==> src/rtl/msi_dec_pkg.sv <==
package msi_dec_pkg;
    localparam int SRC_W      = 16;          // width of a source number
    localparam int CNT_W      = SRC_W + 1;   // a count may reach 2**SRC_W
    localparam int DATA_BITS  = 5;           // data bits merged into the source
    localparam int ADDR_SHIFT = 4;           // address bits dropped below the source

    typedef enum logic [1:0] {
        ERR_NONE   = 2'b00,
        ERR_BOUNDS = 2'b01,
        ERR_PEMIS  = 2'b10
    } err_code_e;

    typedef enum logic {
        ST_IDLE   = 1'b0,
        ST_LOOKUP = 1'b1
    } dec_state_e;
endpackage

==> src/rtl/msi_src_decode.sv <==
module msi_src_decode
    import msi_dec_pkg::*;
#(
    parameter int MAX_SRC = 2048
) (
    input  logic [63:0]      addr,
    input  logic [15:0]      data,
    input  logic [CNT_W-1:0] cfg_count,
    output logic [SRC_W-1:0] src,
    output logic             in_range
);
    localparam logic [CNT_W-1:0] MAX_C = CNT_W'(MAX_SRC);

    logic [CNT_W-1:0] eff_count;

    always_comb begin
        src       = addr[ADDR_SHIFT +: SRC_W] | SRC_W'(data[DATA_BITS-1:0]);
        eff_count = (cfg_count > MAX_C) ? MAX_C : cfg_count;
        in_range  = {1'b0, src} < eff_count;
    end
endmodule

==> src/rtl/msi_ffi_lock.sv <==
module msi_ffi_lock (
    input  logic clk,
    input  logic rst_n,
    input  logic set_i,
    input  logic clr_i,
    output logic lock_o
);
    logic lock_d, lock_q;

    always_comb begin
        lock_d = lock_q;
        if (set_i) lock_d = 1'b1;
        if (clr_i) lock_d = 1'b0;
    end

    always_ff @(posedge clk) begin
        if (!rst_n) lock_q <= 1'b0;
        else        lock_q <= lock_d;
    end

    assign lock_o = lock_q;
endmodule

==> src/rtl/msi_write_decoder.sv <==
module msi_write_decoder
    import msi_dec_pkg::*;
#(
    parameter int PE_W    = 8,
    parameter int IRQ_W   = 20,
    parameter int MAX_SRC = 2048
) (
    input  logic             clk,
    input  logic             rst_n,
    input  logic [CNT_W-1:0] cfg_count,
    input  logic [IRQ_W-1:0] cfg_base,
    input  logic             req_valid,
    output logic             req_ready,
    input  logic [63:0]      req_addr,
    input  logic [15:0]      req_data,
    input  logic             req_pe_valid,
    input  logic [PE_W-1:0]  req_pe,
    input  logic             ffi_valid,
    output logic             ffi_ready,
    input  logic [63:0]      ffi_value,
    input  logic             ffi_lock_set,
    output logic             ffi_lock,
    output logic             tbl_rd_en,
    output logic [SRC_W-1:0] tbl_rd_idx,
    input  logic             tbl_rsp_valid,
    input  logic [PE_W-1:0]  tbl_rsp_pe,
    output logic             trig_valid,
    output logic [SRC_W-1:0] trig_src,
    output logic [IRQ_W-1:0] trig_irq,
    output logic             err_valid,
    output logic [1:0]       err_code
);
    localparam int NUM_PORTS = 2;    // 0: MSI write, 1: forced write
    localparam int P_REQ     = 0;
    localparam int P_FFI     = 1;

    typedef struct packed {
        dec_state_e       st;
        logic             rd_en;
        logic [SRC_W-1:0] src;
        logic [PE_W-1:0]  pe;
        logic             trig;
        logic [IRQ_W-1:0] irq;
        logic             err;
        err_code_e        code;
    } dec_regs_t;

    dec_regs_t r_d, r_q;

    logic [63:0]      p_addr     [NUM_PORTS];
    logic [15:0]      p_data     [NUM_PORTS];
    logic [SRC_W-1:0] p_src      [NUM_PORTS];
    logic             p_in_range [NUM_PORTS];

    assign p_addr[P_REQ] = req_addr;
    assign p_data[P_REQ] = req_data;
    assign p_addr[P_FFI] = ffi_value;
    assign p_data[P_FFI] = 16'h0000;

    for (genvar g = 0; g < NUM_PORTS; g++) begin : g_dec
        msi_src_decode #(.MAX_SRC(MAX_SRC)) u_dec (
            .addr      (p_addr[g]),
            .data      (p_data[g]),
            .cfg_count (cfg_count),
            .src       (p_src[g]),
            .in_range  (p_in_range[g])
        );
    end

    logic ffi_acc, req_acc;

    always_comb begin
        ffi_ready = (r_q.st == ST_IDLE);
        req_ready = (r_q.st == ST_IDLE) && !ffi_valid;
        ffi_acc   = ffi_valid && ffi_ready;
        req_acc   = req_valid && req_ready;

        r_d       = r_q;
        r_d.rd_en = 1'b0;
        r_d.trig  = 1'b0;
        r_d.err   = 1'b0;
        r_d.code  = ERR_NONE;

        if (ffi_acc) begin
            r_d.src = p_src[P_FFI];
            if (p_in_range[P_FFI]) begin
                r_d.trig = 1'b1;
                r_d.irq  = cfg_base + IRQ_W'(p_src[P_FFI]);
            end else begin
                r_d.err  = 1'b1;
                r_d.code = ERR_BOUNDS;
            end
        end else if (req_acc) begin
            r_d.src = p_src[P_REQ];
            if (!p_in_range[P_REQ]) begin
                r_d.err  = 1'b1;
                r_d.code = ERR_BOUNDS;
            end else if (req_pe_valid) begin
                r_d.st    = ST_LOOKUP;
                r_d.rd_en = 1'b1;
                r_d.pe    = req_pe;
            end else begin
                r_d.trig = 1'b1;
                r_d.irq  = cfg_base + IRQ_W'(p_src[P_REQ]);
            end
        end else if (r_q.st == ST_LOOKUP && tbl_rsp_valid) begin
            r_d.st = ST_IDLE;
            if (tbl_rsp_pe == r_q.pe) begin
                r_d.trig = 1'b1;
                r_d.irq  = cfg_base + IRQ_W'(r_q.src);
            end else begin
                r_d.err  = 1'b1;
                r_d.code = ERR_PEMIS;
            end
        end
    end

    always_ff @(posedge clk) begin
        if (!rst_n) begin
            r_q <= '{st: ST_IDLE, code: ERR_NONE, default: '0};
        end else begin
            r_q <= r_d;
        end
    end

    msi_ffi_lock u_lock (
        .clk    (clk),
        .rst_n  (rst_n),
        .set_i  (ffi_lock_set),
        .clr_i  (ffi_acc),
        .lock_o (ffi_lock)
    );

    assign tbl_rd_en  = r_q.rd_en;
    assign tbl_rd_idx = r_q.src;
    assign trig_valid = r_q.trig;
    assign trig_src   = r_q.src;
    assign trig_irq   = r_q.irq;
    assign err_valid  = r_q.err;
    assign err_code   = r_q.code;
endmodule

==> config.mk <==
export PLATFORM = sky130hd
export DESIGN_NAME = msi_write_decoder
export DESIGN_NICKNAME = d
export VERILOG_FILES = /design/src/rtl/msi_dec_pkg.sv /design/src/rtl/msi_src_decode.sv /design/src/rtl/msi_ffi_lock.sv /design/src/rtl/msi_write_decoder.sv
export SDC_FILE = /design/constraint.sdc
export NUM_CORES = 1
export LEC_CHECK = 0
export ABC_AREA = 0
export BUFFER_PORTS_ARGS = -buffer_cell sky130_fd_sc_hd__buf_4
export CAP_MARGIN = 20
export CORE_UTILIZATION = 43
export CTS_CLUSTER_SIZE = 40
export DETAILED_ROUTE_END_ITERATION = 6
export PLACE_DENSITY = 0.82
export REMOVE_ABC_BUFFERS = 1
export SLEW_MARGIN = 20
export SYNTH_ARGS = -nofsm -noshare
export SYNTH_HDL_FRONTEND = slang
export SYNTH_SLANG_ARGS = --single-unit
==> constraint.sdc <==
create_clock -name clk -period 4.01 [get_ports clk]
set_input_delay 0.6015 -clock clk [delete_from_list [all_inputs] [get_ports clk]]
set_output_delay 0.6015 -clock clk [all_outputs]
set_load 0.03 [all_outputs]
==> metrics.md <==
| Metric | Value |
|---|---|
| Setup CP Type | in2reg |
| Power Density | 274 mW/mm^2 |
| Initial Utilization | 0.443 |
| Top-area cell type share of the netlist area | 0.181 |
| Multi-input logic area | around 0.0042 sq mm |
| Worst r2r path cells | 10 |
| Clock Power Share | 0.228 |
| Worst setup EP type | register |
| GRT overflow | 0 |
| Leakage | 3.32 nW |
| DRC viols | 0 |
| Worst skew pair latency | between 300 and 400 ps |
| Peak supply drop | around 150 uV |
| Via count | just under 6k |
| Num ports | roughly 260 |
| Commonest cells in the netlist | a21oi_1 (78), ha_1 (78), nand2_1 (68) |
| Total global-route track usage | 0.264 |
| Clk slew on worst S/H paths | approximately 70 ps |
| Fin crit share | 0.965 |
| Rel. slew slack | 0.340 |
| Synth Cell Area | ~0.0056 sq mm |
| Finish-stage setup viols | 0 |
| Area leader, netlist | dfxtp_1 |
| Reg-to-reg startpoint | tbl_rd_idx[0]$_SDFFE_PN0P_ |
| Minimum clock period | 3870 ps |
| Drt wl/cell | ~17 um |
| TritonCTS clock tree | built |
| Placed inst area | 0.00690 sq mm |
| Die Ht | around 120 um |
| Top post-synthesis cells by area | dfxtp_1 (18%), ha_1 (17%), buf_4 (7.2%) |
| CP Launch Point | cfg_count[13] |
| Register Area | between 0.001 and 0.0015 sq mm |
| Sequential cell area fraction in the yosys report | 0.181 |
| Synth Warn # | 0 |
| Depth of the CTS H-tree | 2 |
| Vias per cell | ~5.8 |
| Final non-filler cell total | 1021 |
| Post-synth EDFFs | 0 |
| Clock skew | 7.05 ps |
| CP peak stage delay | approximately 470 ps |
| Root buffer cell | clkbuf_16 |
| WP data required | about 4200 ps |
| Final instance area | just over 0.007 sq mm |
| IO buf count | approximately 160 |
| Critical-path cell list | buf_4 > or3_4 > or3_4 > a21oi_2 > buf_2 > buf_4 > nand2_1 > ha_1 > a21oi_1 > nor2b_1 > o41a_1 > o311ai_4 > buf_6 > o31ai_4 > a222oi_1 > a21oi_1 |
| CP Data Arrival Time | 4050 ps |
| Post-route ant nets | 0 |
| Post-DP HPWL | 13.9 mm |
| Antenna diode count | 0 |
| Ys flop type | dfxtp_1 |
| Die area | approximately 0.014 sq mm |
| Gate Count Post-Synth | 701 |
| Pin count of the biggest net entering global routing | 29 |
| Top fanout value on the critical path | 7 |
| Final hold vios | 0 |
| Sw Share | 0.394 |
| CTS Sinks | 51 |
| CORE AREA | ~0.013 sq mm |
| Initial antenna violation count | 0 |
| Area Growth Syn to Fin | 28.4% |
| Reg-to-Reg End | trig_irq[18]$_SDFFE_PN0P_ |
| Actual slew at the worst max-slew pin | ~990 ps |
| Clk buf depth | 2 |
| GPL Wtd Cong | roughly 0.89 |
| Fin util | 0.569 |
| Final wirelength | approximately 18 mm |
| Filler cell count | approximately 1.2k |
| Worst slack, placed | -323 ps |
| Clock buffer count from CTS | 5 |
| Combinational Power Share | 0.478 |
| R2R setup slack | 800 ps |
| Mean area per synthesized cell | between 8 and 9 sq um |
| Switching power total | between 0.0007 and 0.0008 W |
| CP startpoint kind | primary input |
| Status | finished clean |
| Async SR Flop Fraction | 0 |
| Site Rows | ~40 |
| Die X | around 120 um |
| Synth Register Bits | between 50 and 60 |
| DP Cell Count | ~1k |
| Crit path to | trig_irq[12]$_SDFFE_PN0P_ |
| Slew Limit Fails | 0 |
| Vias in the first global route | 5616 |
| Hold Path Class | reg2reg |
| Yosys cell types | 62 |
| Reg power frac | 0.293 |
| DRT Pass-1 Iters | 5 |
| First-pass GRT wire length | 27.6 mm |
| Worst hold stages | 2 |
| CP max-delay cell | o41a_1 |
| Internal power | 0.00120 W |
| Max Clk Rate | between 200 and 300 MHz |
| Design Power | just under 0.002 W |
| Max Cap Viol | 0 |
| Share of layout cells above drive strength 1 | 0.291 |
| DR iter-0 viols | between 500 and 600 |
| # hold bufs at CTS | 0 |
| Setup ws final | roughly 140 ps |
| Layout Nets | 1133 |
[repair_timing]
item,4_1_cts,5_1_grt
resized for setup,3,17
cloned,1,1
pin swaps,2,8
endpoints found under the setup margin,6,20
setup buffers,4,6
[worst min path at each step]
stage / from / endpoint / slack, ps
3_3_place_gp: trig_irq[2]$_SDFFE_PN0P_ / trig_irq[2]$_SDFFE_PN0P_ / 440
5_1_grt: trig_irq[10]$_SDFFE_PN0P_ / trig_irq[10]$_SDFFE_PN0P_ / 500
6_report: trig_irq[10]$_SDFFE_PN0P_ / trig_irq[10]$_SDFFE_PN0P_ / 450
4_1_cts: trig_irq[10]$_SDFFE_PN0P_ / trig_irq[10]$_SDFFE_PN0P_ / 460
2_1_floorplan: r_q[49]$_SDFFE_PN0P_ / err_code[1]$_SDFF_PP0_ / 480
3_5_place_dp: trig_irq[10]$_SDFFE_PN0P_ / trig_irq[10]$_SDFFE_PN0P_ / 450
[power by group through the flow]
stage,clock network [W],logic (W),registers (W)
6_report,0.000452,0.000948,0.000581
5_1_grt,0.000486,0.00103,0.000587
4_1_cts,0.000460,0.000924,0.000581
3_5_place_dp,0,0.000910,0.000592
3_3_place_gp,0,0.000896,0.000591
2_1_floorplan,0,0.000467,0.000684
[cell type report]
cell class	instances	share of cell area
Clock buffer	5	0.0173
Sequential cell	51	0.141
Multi-Input combinational cell	568	0.582
Inverter	15	0.00777
Timing Repair Buffer	207	0.219
Clock inverter	3	0.00276
Tap cell	172	0.0297
[through the flow]
| stage | setup TNS, ps | hold slack, ps |
|---|---|---|
| 4_1_cts | 0 | 458 |
| 3_5_place_dp | -4960 | 448 |
| 3_3_place_gp | -12240 | 443 |
| 2_1_floorplan | -13940 | 477 |
| 5_1_grt | -75.1 | 499 |
| 6_report | 0 | 455 |
[layout by cell type (no fill, tap or decap), drive strengths merged, types with 5 or more instances in the layout]
| cell type | netlist | final |
|---|---|---|
| nor3 | 10 | 10 |
| a222oi | 10 | 10 |
| o21ai | 27 | 27 |
| and3 | 10 | 10 |
| conb | 1 | 8 |
| clkbuf | 16 | 5 |
| xor2 | 13 | 13 |
| nor2 | 36 | 36 |
| buf | 59 | 207 |
| mux2i | 11 | 11 |
| inv | 15 | 15 |
| a31oi | 6 | 6 |
| a211oi | 14 | 14 |
| nand2 | 68 | 68 |
| nor2b | 5 | 5 |
| or2 | 8 | 8 |
| nor4 | 5 | 5 |
| nand3 | 15 | 15 |
| a21o | 22 | 22 |
| xnor2 | 39 | 39 |
| and2 | 5 | 5 |
| ha | 78 | 78 |
| a21oi | 78 | 78 |
| o21bai | 8 | 8 |
| nand4 | 6 | 6 |
| a22oi | 18 | 18 |
| dfxtp | 51 | 51 |
| a221oi | 9 | 9 |
[kinds of logic after synthesis]
group	Yosys count	synth area share
adders and majority gates	81	0.184
muxes	11	0.0195
DFF	51	0.181
AOI/OAI and AO/OA	233	0.281
other	1	0.000665
xor gates and xnor gates	52	0.0807
buffers and inverters	90	0.0980
and+or+nand+nor	182	0.155
[critical path, delay by kind of cell]
family,cells,cell delay [ps]
AOI/OAI and AO/OA,7,1740
adders and majority gates,1,310
buffers and inverters,4,520
and+or+nand+nor,4,890
[metal layers]
layer	part of all wire	track usage	up-vias
met5	0	0	-
met4	0.021	0.0878	0
met3	0.079	0.0457	27
met2	0.45	0.426	279
met1	0.45	0.355	2744
li1	-	-	2862
[sequential cells by signal (all words and copies together), names as in the netlist]
signal and flops:
err_code 2, err_valid 1, r_q 9, tbl_rd_en 1, tbl_rd_idx 16, trig_irq 20
trig_valid 1, u_lock.lock_o 1
Power figures use the tool's default switching activity.
